--- config.mk ---
export PLATFORM = sky130hd
export DESIGN_NAME = gpio_chg_irq
export DESIGN_NICKNAME = d
export VERILOG_FILES = /design/src/rtl/gci_pkg.sv /design/src/rtl/gci_sync_detect.sv /design/src/rtl/gci_status_cell.sv /design/src/rtl/gpio_chg_irq.sv
export SDC_FILE = /design/constraint.sdc
export NUM_CORES = 1
export LEC_CHECK = 0
export BUFFER_PORTS_ARGS = -buffer_cell sky130_fd_sc_hd__buf_4
export CAP_MARGIN = 0
export CORE_MARGIN = 2
export CORE_UTILIZATION = 40
export DETAILED_ROUTE_END_ITERATION = 12
export PLACE_DENSITY = 0.89
export SYNTH_ARGS = -nofsm -noshare
export SYNTH_HDL_FRONTEND = slang
export SYNTH_SLANG_ARGS = --single-unit
--- constraint.sdc ---
create_clock -name clk -period 1.2 [get_ports clk]
set_input_delay 0.12 -clock clk [delete_from_list [all_inputs] [get_ports clk]]
set_output_delay 0.12 -clock clk [all_outputs]
set_load 0.01 [all_outputs]
--- src/rtl/gci_pkg.sv ---
package gci_pkg;
    localparam logic [11:0] OFS_GIE = 12'h11C;
    localparam logic [11:0] OFS_ISR = 12'h120;
    localparam logic [11:0] OFS_IER = 12'h128;

    typedef enum logic {
        ST_QUIET = 1'b0,
        ST_PEND  = 1'b1
    } pend_state_t;
endpackage

--- src/rtl/gci_sync_detect.sv ---
module gci_sync_detect #(
    parameter int W      = 8,
    parameter int STAGES = 2
) (
    input  logic         clk,
    input  logic [W-1:0] pin,
    output logic         changed
);
    // The synchronizer and previous-sample flops run through reset, so the
    // previous sample already holds the settled input when reset releases.
    logic [W-1:0] stage_q [STAGES];
    logic [W-1:0] prev_q;

    always_ff @(posedge clk) begin
        stage_q[0] <= pin;
        for (int k = 1; k < STAGES; k++) begin
            stage_q[k] <= stage_q[k-1];
        end
        prev_q <= stage_q[STAGES-1];
    end

    assign changed = |(stage_q[STAGES-1] ^ prev_q);
endmodule

--- src/rtl/gci_status_cell.sv ---
module gci_status_cell
    import gci_pkg::*;
(
    input  logic clk,
    input  logic rst_n,
    input  logic hw_set,
    input  logic tog,
    output logic pend
);
    pend_state_t st_q, st_d;

    always_ff @(posedge clk or negedge rst_n) begin
        if (!rst_n) st_q <= ST_QUIET;
        else        st_q <= st_d;
    end

    always_comb begin
        st_d = st_q;
        unique case (st_q)
            ST_QUIET: if (hw_set || tog)  st_d = ST_PEND;
            ST_PEND:  if (tog && !hw_set) st_d = ST_QUIET;
            default:  st_d = ST_QUIET;
        endcase
    end

    assign pend = (st_q == ST_PEND);
endmodule

--- src/rtl/gpio_chg_irq.sv ---
module gpio_chg_irq
    import gci_pkg::*;
#(
    parameter int CH1_W       = 8,
    parameter int CH2_W       = 4,
    parameter bit DUAL        = 1'b1,
    parameter int SYNC_STAGES = 2,
    parameter int ADDR_W      = 9,
    parameter int DATA_W      = 32
) (
    input  logic              clk,
    input  logic              rst_n,
    input  logic              wr_en,
    input  logic [ADDR_W-1:0] wr_addr,
    input  logic [DATA_W-1:0] wr_data,
    input  logic [ADDR_W-1:0] rd_addr,
    output logic [DATA_W-1:0] rd_data,
    input  logic [CH1_W-1:0]  ch1_in,
    input  logic [CH2_W-1:0]  ch2_in,
    output logic              irq
);
    localparam int NCH     = DUAL ? 2 : 1;
    localparam int GIE_BIT = DATA_W - 1;
    localparam logic [ADDR_W-1:0] A_GIE = OFS_GIE[ADDR_W-1:0];
    localparam logic [ADDR_W-1:0] A_ISR = OFS_ISR[ADDR_W-1:0];
    localparam logic [ADDR_W-1:0] A_IER = OFS_IER[ADDR_W-1:0];

    logic [NCH-1:0] chg;
    logic [NCH-1:0] pend_v;
    logic [NCH-1:0] ier_q;
    logic           gie_q;
    logic           irq_q;

    // Change detection per channel
    gci_sync_detect #(.W(CH1_W), .STAGES(SYNC_STAGES)) u_det1 (
        .clk(clk), .pin(ch1_in), .changed(chg[0])
    );

    generate
        if (DUAL) begin : g_ch2
            gci_sync_detect #(.W(CH2_W), .STAGES(SYNC_STAGES)) u_det2 (
                .clk(clk), .pin(ch2_in), .changed(chg[NCH-1])
            );
        end else begin : g_no_ch2
            logic unused_ch2;
            assign unused_ch2 = ^ch2_in;
        end
    endgenerate

    // Write decode
    logic wr_gie, wr_isr, wr_ier;
    assign wr_gie = wr_en && (wr_addr == A_GIE);
    assign wr_isr = wr_en && (wr_addr == A_ISR);
    assign wr_ier = wr_en && (wr_addr == A_IER);

    logic unused_wbits;
    assign unused_wbits = ^wr_data[GIE_BIT-1:NCH];

    // Pending bits, one state machine per channel
    generate
        for (genvar i = 0; i < NCH; i++) begin : g_cell
            gci_status_cell u_cell (
                .clk   (clk),
                .rst_n (rst_n),
                .hw_set(chg[i]),
                .tog   (wr_isr && wr_data[i]),
                .pend  (pend_v[i])
            );
        end
    endgenerate

    // Enable registers
    always_ff @(posedge clk or negedge rst_n) begin
        if (!rst_n) begin
            gie_q <= 1'b0;
            ier_q <= '0;
        end else begin
            if (wr_gie) gie_q <= wr_data[GIE_BIT];
            if (wr_ier) ier_q <= wr_data[NCH-1:0];
        end
    end

    // Registered interrupt output
    always_ff @(posedge clk or negedge rst_n) begin
        if (!rst_n) irq_q <= 1'b0;
        else        irq_q <= gie_q && (|(pend_v & ier_q));
    end
    assign irq = irq_q;

    // Read mux
    always_comb begin
        rd_data = '0;
        if (rd_addr == A_GIE)      rd_data[GIE_BIT] = gie_q;
        else if (rd_addr == A_ISR) rd_data[NCH-1:0] = pend_v;
        else if (rd_addr == A_IER) rd_data[NCH-1:0] = ier_q;
    end
endmodule

Yosys cells after proc, flatten, opt, wreduce, memory -nomap -nowiden
Memories as Yosys holds them, arrays and structs flattened.
Index checks and enable logic that the tools add are counted.

operators by class
  reduce and logical (&&, ||, !) cells = 15
  muxes and demuxes = 10
  equality and inequality tests = 6
  bitwise logic cells = 5

operators by type and width
  cell                  number
  $eq A9 B9 Y1 const B  6
  $logic_and A1 B1 Y1   8
  $reduce_or A8 Y1      1
  $xor A8 B8 Y8         1
  $mux W2               3
  $mux W1               5
  $pmux W1 S2           2
  $reduce_or A4 Y1      1
  $xor A4 B4 Y4         1
  $and A2 B2 Y2         1
  $logic_not A1 Y1      2
  $logic_or A1 B1 Y1    2
  $not A1 Y1            2
  $reduce_or A2 Y1      1

storage, ports and cells
  bits in registers = 18
  word-level logic and storage cells = 45
  bits of input ports = 65
  memories kept = 2
  RAM bits = 24
  output and inout bits = 33

memories
  memory                words  width  read ports  clocked after memory_dff  write ports  line                   source
  u_det1.stage_q        2      8      2           0                         2            gci_sync_detect.sv:11  logic [W-1:0] stage_q [STAGES];
  g_ch2.u_det2.stage_q  2      4      2           0                         2            gci_sync_detect.sv:11

Longest topological paths before layout
Gate-level depths: netlist (run 1).
An unclocked memory read counts as a cell.

  depth after elaboration = 7
  depth in mapped cells = 4
  mapped depth without buffers = 4

Modules after synthesis
A second synthesis (run 1) with hierarchy kept.

unflattened totals
  cells, all modules = 121
  area total of the unflattened synthesis = 1448.9 um2

by module, submodules not included
  module                          times used  cells each  area each (um2)
  gci_sync_detect (u_det1)        1           35          566.8
  gpio_chg_irq                    1           63          520.5
  gci_sync_detect (g_ch2.u_det2)  1           17          281.5
  gci_status_cell                 2           3           40.0

Least setup slack after synthesis (run 1)
No wires, ideal clock.

  kind = input to register
  start point = in wr_addr[1]
  end point = reg ier_q[0]
  data required time = 1073 ps
  arrival = 903 ps
  slack = 169 ps
  stages = 3
  path through = nor4b_4 nand4_2 mux2_1

on the way
  longest elaborated chain between the ends = 2

RTL lines
  what                  line                source
  start, declared       gpio_chg_irq.sv:14  input logic [ADDR_W-1:0] wr_addr,
  $eq A9 B9 Y1          gpio_chg_irq.sv:54  assign wr_ier = wr_en && (wr_addr == A_IER);
  $logic_and A1 B1 Y1   gpio_chg_irq.sv:54
  end signal, assigned  gpio_chg_irq.sv:79  if (wr_ier) ier_q <= wr_data[NCH-1:0];
  end, declared         gpio_chg_irq.sv:30  logic [NCH-1:0] ier_q;

No other way between the ends.
A chain may end at the register's enable or synchronous reset.

Worst setup path after layout (run 1)
  start point = reg g_cell[0].u_cell.st_q
  end point = out rd_data[0]

on the way
  longest elaborated chain between the ends = 2

RTL lines
  what                    line                   source
  start, declared         gci_status_cell.sv:10  pend_state_t st_q, st_d;
  start signal, assigned  gci_status_cell.sv:14  else st_q <= st_d;
  $mux W2                 gpio_chg_irq.sv:94     else if (rd_addr == A_ISR) rd_data[NCH-1:0] = pend_v;
  $mux W2                 gpio_chg_irq.sv:93     if (rd_addr == A_GIE) rd_data[GIE_BIT] = gie_q;
  end, declared           gpio_chg_irq.sv:17     output logic [DATA_W-1:0] rd_data,

No other way between the ends.

==> results of run 1 <==
==> kinds of logic (layout without fill, tap and decap cells) <==
group | Yosys count | in the layout | share of synthesized area, %
flip-flops | 42 | 42 | 60.1
AO/OA/AOI/OAI | 1 | 1 | 0.518
multiplexers | 5 | 5 | 3.71
other | 1 | 29 | 0.259
AND/OR/NAND/NOR | 23 | 23 | 11.9
buffers and inverters | 29 | 68 | 15.0
XOR/XNOR | 14 | 14 | 8.46
==> what timing repair did <==
action | 4_1_cts | 5_1_grt
hold endpoints to repair | 20 | 1
buffers inserted | 4 | 1
endpoints found under the setup margin | 2 | 3
hold buffers | 15 | 1
==> cell usage after synthesis <==
cell type / number
nand4_2: 1
nand4_1: 3
dfrtp_1: 6
nand2_1: 1
nor4b_4: 1
conb_1: 1
mux2i_1: 2
buf_4: 29
nor2_1: 3
a22oi_1: 1
dfxtp_1: 36
and4_1: 1
xor2_1: 14
and2b_1: 1
nand3_1: 2
mux2_2: 1
nor4_1: 4
mux2_1: 2
nor3b_2: 1
and4b_1: 2
nor2b_1: 3
==> flip-flops by register name (all words and copies together), names as in the netlist <==
register and cells:
ier_q 2, g_ch2.u_det2.prev_q 4, g_cell.u_cell.pend 2, u_det1.prev_q 8, g_ch2.u_det2.stage_q 8, u_det1.stage_q 16
irq 1, gie_q 1
==> placed cells by master, fill, tap and decap left out, drive strengths merged <==
| cell type | count |
|---|---|
| nand4 | 4 |
| and4b | 2 |
| nor4b | 1 |
| nor2 | 3 |
| mux2i | 2 |
| clkbuf | 8 |
| nand3 | 2 |
| dfxtp | 36 |
| xor2 | 14 |
| and4 | 1 |
| mux2 | 3 |
| nor2b | 3 |
| nor4 | 4 |
| buf | 44 |
| a22oi | 1 |
| conb | 29 |
| and2b | 1 |
| nor3b | 1 |
| nand2 | 1 |
| dfrtp | 6 |
| dlygate4sd3 | 16 |
==> layout make-up <==
class                   count  area [µm²]  area share (%)
multi-input cells          72         465            23.7
well taps                  46        57.6            2.93
repair buffers             60         490            25.0
clock buffers               8        80.1            4.08
flip-flops and latches     42         871            44.3
==> per-stage QoR <==
| stage | total power [mW] | hold WS (ns) | instances | setup slack, ns |
|---|---|---|---|---|
| 3_3_place_gp | 1.71 | -0.0709 | 199 | 0.00543 |
| 5_1_grt | 2.68 | 0.0988 | 228 | -0.0826 |
| 2_1_floorplan | 1.68 | -0.176 | 143 | 0.169 |
| 6_report | 2.55 | 0.122 | 228 | 0.0212 |
| 4_1_cts | 2.59 | 0.000407 | 226 | -0.0149 |
| 3_5_place_dp | 1.72 | -0.0672 | 199 | -0.0254 |
==> final timing paths <==
kind	cells past startpoint	slack, ns	endpoint	from
hold reg to reg	0	0.33	u_det1.stage_q[0][10]$_DFF_P_	u_det1.stage_q[0][2]$_DFF_P_
setup / recovery	3	0.02	rd_data[0]	g_cell[0].u_cell.pend$_DFF_PN0_
max in group asynchronous	2	0.96	gie_q$_DFFE_PN0P_	rst_n
setup reg to reg	3	0.15	g_cell[0].u_cell.pend$_DFF_PN0_	u_det1.stage_q[0][13]$_DFF_P_
hold / removal	2	0.12	irq$_DFF_PN0_	rst_n
min in group clk	3	0.15	ier_q[1]$_DFFE_PN0P_	wr_addr[3]
==> worst max-delay path: cells and delay by family, from the launching register on <==
kind | cells | cell delay [ns]
flops | 1 | 0.41
buf+inv | 1 | 0.14
mux | 1 | 0.13
simple gates | 1 | 0.05
==> report_power, final <==
| part | total, mW | internal (mW) | leakage (nW) | switching (mW) |
|---|---|---|---|---|
| Combinational | 0.242 | 0.142 | 0.522 | 0.0997 |
| Sequential | 1.49 | 1.46 | 0.377 | 0.0268 |
| Clock | 0.819 | 0.414 | 0.0437 | 0.405 |
| Total | 2.55 | 2.02 | 0.943 | 0.531 |
==> per-layer routing <==
layer | track usage (%) | wire length [µm]
met2 | 22.9 | 1230
met5 | 0 | 0
met1 | 9.90 | 764
met4 | 5.59 | 37
met3 | 6.16 | 177
==> flow_summary.ini, run 1 <==
[status]
status = completed

[pwr]
vdd_drop_max_mv = 0.809
p_leak_nw = 0.943
p_per_area_nw_per_um2 = 1300

[timing]
fmax_ghz = 0.848
fin_tns_setup_ns = 0
final.setup_skew_ns = 0.00514
rsz0062_at_grt = yes
fin_crit_sh_pct = 98.2
finalSetupViolCount = 0
slew_violations = 0
period_minus_slack_ns = 1.18
hold_viol = 0

[drt]
drt_iter0_drc = 6
postRouteAntennaNets = 0
wirelength_um = 2210
wl_per_cell_um = 9.67
avgViaCountPerCell = 4.06
post-route-drc-count = 0
vias = 926
drtPass1Iterations = 3

[synthesis]
syn_inst = 115
synth.distinct_cells = 21
synth_area_leaders = dfxtp_1 (50%), buf_4 (15%), dfrtp_1 (10%), xor2_1 (8.5%), nor4_1 (1.7%)
yosysSeqAreaShare_pct = 60.1
synth_top_cell_by_area = dfxtp_1
yosys_warnings = 0
synth_top_cell_area_share_pct = 49.7
postSynthAreaPerCell_um2 = 12.6
postSynthRegisterBits = 42
synth_area_um2 = 1450

[cts]
cts_tree = built
cts_buffer_depth = 2
cts_buffers = 5
cts_max_level = 2
worstSkewPairLatency_ns = 0.33
clockRootBuffer = clkbuf_4
clkTransAtPathRegs_ns = 0.11
ctsResizeCount = 0
clock-sinks = 42

[finish]
fin_util_pct = 57.5
nets = 246
nFillCells = 294
drive_above_1_share_pct = 30.2
antenna_cells = 0
final_area_um2 = 1960
area_delta_synth_final_pct = 35.6

[setup_path]
critPathCaptureType = output port
worstPathRequired_ns = 1.08
critPathMaxStageDelay_ns = 0.41
worstPathCellList = mux2i_1 > nor2_1 > buf_4
crit_fanout = 2
worstSetupPathType = reg -> out
critical-path-slowest-cell = dfrtp_1
start_kind = register
critPathArrivalTime_ns = 1.06

[die]
dieArea_um2 = 4120
ioPinCount = 98
start_util_pct = 42.4
core-area_um2 = 3420
die_w_um = 64.2
die_h_um = 64.2
rows = 21

[placement]
placed_cell_area_um2 = 1690
dp_hpwl_um = 1580
io_buffers = 39
gp_congestion = 0.677

[global_route]
grt_pass1_wl_um = 3680
globalRoute.totalOverflow = 0
grtUsageTotal_pct = 12.0
antenna_found_initial = 0
grt_pass1_vias = 923
grt_max_degree = 14

[job]
max_cap_violations = 0

[min_path]
holdCritPathClass = in -> async
Note: power is estimated with default switching activity, not from simulation.
==> run 2: changes to the inputs <==
--- a/config.mk
+++ b/config.mk
@@ -5,7 +5,7 @@
 export SDC_FILE = /design/constraint.sdc
 export NUM_CORES = 1
 export LEC_CHECK = 0
-export BUFFER_PORTS_ARGS = -buffer_cell sky130_fd_sc_hd__buf_4
+export BUFFER_PORTS_ARGS = -buffer_cell sky130_fd_sc_hd__buf_2
 export CAP_MARGIN = 0
 export CORE_MARGIN = 2
 export CORE_UTILIZATION = 40
==> run 2 against run 1 <==
- routed wire length decreased by 2.2%
- count of clock-buffer cells in the layout is 1 lower
- total power is 3.0% lower
- critical path depth is the same
- first-iteration DRC count up 50%
- non-clock buffer count did not move
- critical path type unchanged
- clock skew up 0.00075 ns
- setup slack gained 0.0056 ns
- via count down 2.9%
- register-to-register slack barely moved
- core utilization decreased by 3.0 points
- combinational power shrank 14%
==> flow_summary.ini, run 2 (synthesis results as in run 1) <==
[global_route]
grt_pass1_vias = 874
antenna_found_initial = 0
grt_max_degree = 14
grtUsageTotal_pct = 11.0
grt_busiest_layer = met2
grtUsageMet1_pct = 9.32
globalRoute.totalOverflow = 0
grtUsageMet3_pct = 4.75
grt_use_met2_pct = 21.4
grt_pass1_wl_um = 3350

[placement]
gp_congestion = 0.668
io_buffers = 39
dp_hpwl_um = 1470
dp_cells = 199

[cts]
cts_buffer_depth = 2
cts_tree = built
cts_max_level = 2
clkTransAtPathRegs_ns = 0.12
ctsResizeCount = 0
worstSkewPairLatency_ns = 0.33
cts_buffers = 5
clockRootBuffer = clkbuf_4
clock-sinks = 42

[timing]
hold_viol = 0
slew_violations = 0
fin_crit_sh_pct = 97.8
fin_tns_setup_ns = 0
period_minus_slack_ns = 1.17
finalSetupViolCount = 0
fmax_ghz = 0.852
hold_slack_ns = 0.141
final.setup_skew_ns = 0.00589
rsz0062_at_grt = yes

[status]
status = completed

[pwr]
vdd_drop_max_mv = 1.16
clock_power_share_pct = 31.4
p_int_mw = 1.93
pwr-share-seq_pct = 60.3
power_frac_comb_pct = 8.4
power_mw = 2.47
p_sw_mw = 0.544
p_per_area_nw_per_um2 = 1330
p_leak_nw = 0.905
swShare_pct = 22.0

[finish]
layout_common_cells = buf_2 (39), dfxtp_1 (36), conb_1 (29), dlygate4sd3_1 (16), xor2_1 (14)
regMostFlops = u_det1.stage_q
top_regs = u_det1.stage_q x16, g_ch2.u_det2.stage_q x8, u_det1.prev_q x8
area_delta_synth_final_pct = 28.4
drive_above_1_share_pct = 30.2
antenna_cells = 0
final_cells = 228
largest_reg_flops = 16
final_common_cell = buf_2
nets = 246

[min_path]
holdCritPathClass = in -> async

[drt]
avgViaCountPerCell = 3.94
wirelength_um = 2160
postRouteAntennaNets = 0
drtPass1Iterations = 4
drt_iter0_drc = 9
post-route-drc-count = 0
vias = 899
wl_per_cell_um = 9.46

[setup_path]
critPathCaptureType = output port
r2r-start = g_ch2.u_det2.prev_q[2]$_DFF_P_
start_kind = register
worstPathRequired_ns = 1.08
worstSetupPathType = reg -> out
critPathLaunch = ier_q[0]$_DFFE_PN0P_
critPathArrivalTime_ns = 1.05
crit_fanout = 2

[die]
die_h_um = 64.2
dieArea_um2 = 4120
ioPinCount = 98
core-area_um2 = 3420
start_util_pct = 42.4
rows = 21
die_w_um = 64.2

[job]
max_cap_violations = 0
run 2: cell types whose count changed in the layout (fill, tap and decap cells not counted):
| cell | before | now |
|---|---|---|
| clkbuf_8 | 1 | 0 |
| buf_2 | 0 | 39 |
| buf_4 | 44 | 5 |
| clkinvlp_4 | 0 | 1 |
run 2: worst max-delay path, stage by stage (launching register included):
cell,delay [ns]
dfrtp_1,0.40
mux2i_1,0.13
nor2_1,0.05
buf_2,0.13
run 2: timing repair:
item / 4_1_cts / 5_1_grt
pin swaps: 0 / 1
hold buffers: 16 / 0
hold endpoints to repair: 21 / 0
setup endpoints to repair: 2 / 3
buffers inserted: 4 / 1
run 2: path summary, 6_finish.rpt:
| path | endpoint | slack, ns | cells past startpoint |
|---|---|---|---|
| max | rd_data[0] | 0.03 | 3 |
| min | ier_q[1]$_DFFE_PN0P_ | 0.14 | 2 |
| max reg2reg | g_cell[1].u_cell.pend$_DFF_PN0_ | 0.16 | 3 |
| min reg2reg | u_det1.stage_q[0][12]$_DFF_P_ | 0.33 | 0 |
| max in group asynchronous | g_cell[0].u_cell.pend$_DFF_PN0_ | 0.92 | 2 |
| min in group clk | ier_q[0]$_DFFE_PN0P_ | 0.15 | 3 |
run 2: layout make-up:
class                   count  area, µm²
clock buffers               7       66.3
multi-input cells          72        465
fillers                   313       1560
clock inverters             1       7.51
flip-flops and latches     42        871
repair buffers             60        393
well taps                  46       57.6
run 2: through the flow:
| stage | utilization, % | area (µm²) | setup slack, ns |
|---|---|---|---|
| 2_1_floorplan | - | 1550 | 0.169 |
| 5_1_grt | 54.5 | 1860 | -0.0611 |
| 3_5_place_dp | 46.5 | 1590 | 0.0109 |
| 3_3_place_gp | 46.5 | 1590 | 0.0146 |
| 4_1_cts | 54.2 | 1850 | -0.000618 |
| 6_report | 54.5 | 1860 | 0.0268 |
run 2: per-layer routing:
metal	wire length [µm]	vias to the layer above	part of all wire, %
met5	0	-	0
met4	22	0	1.0
met3	135	4	6.3
met2	1250	37	58
met1	745	404	35
li1	-	454	-
run 2: power groups by stage:
stage / combinational, mW / clock [mW] / sequential (mW)
finish: 0.207 / 0.776 / 1.49
global route: 0.228 / 0.866 / 1.50
CTS: 0.203 / 0.810 / 1.49
detailed placement: 0.160 / 0 / 1.52
global placement: 0.157 / 0 / 1.52
floorplan: 0.160 / 0 / 1.52
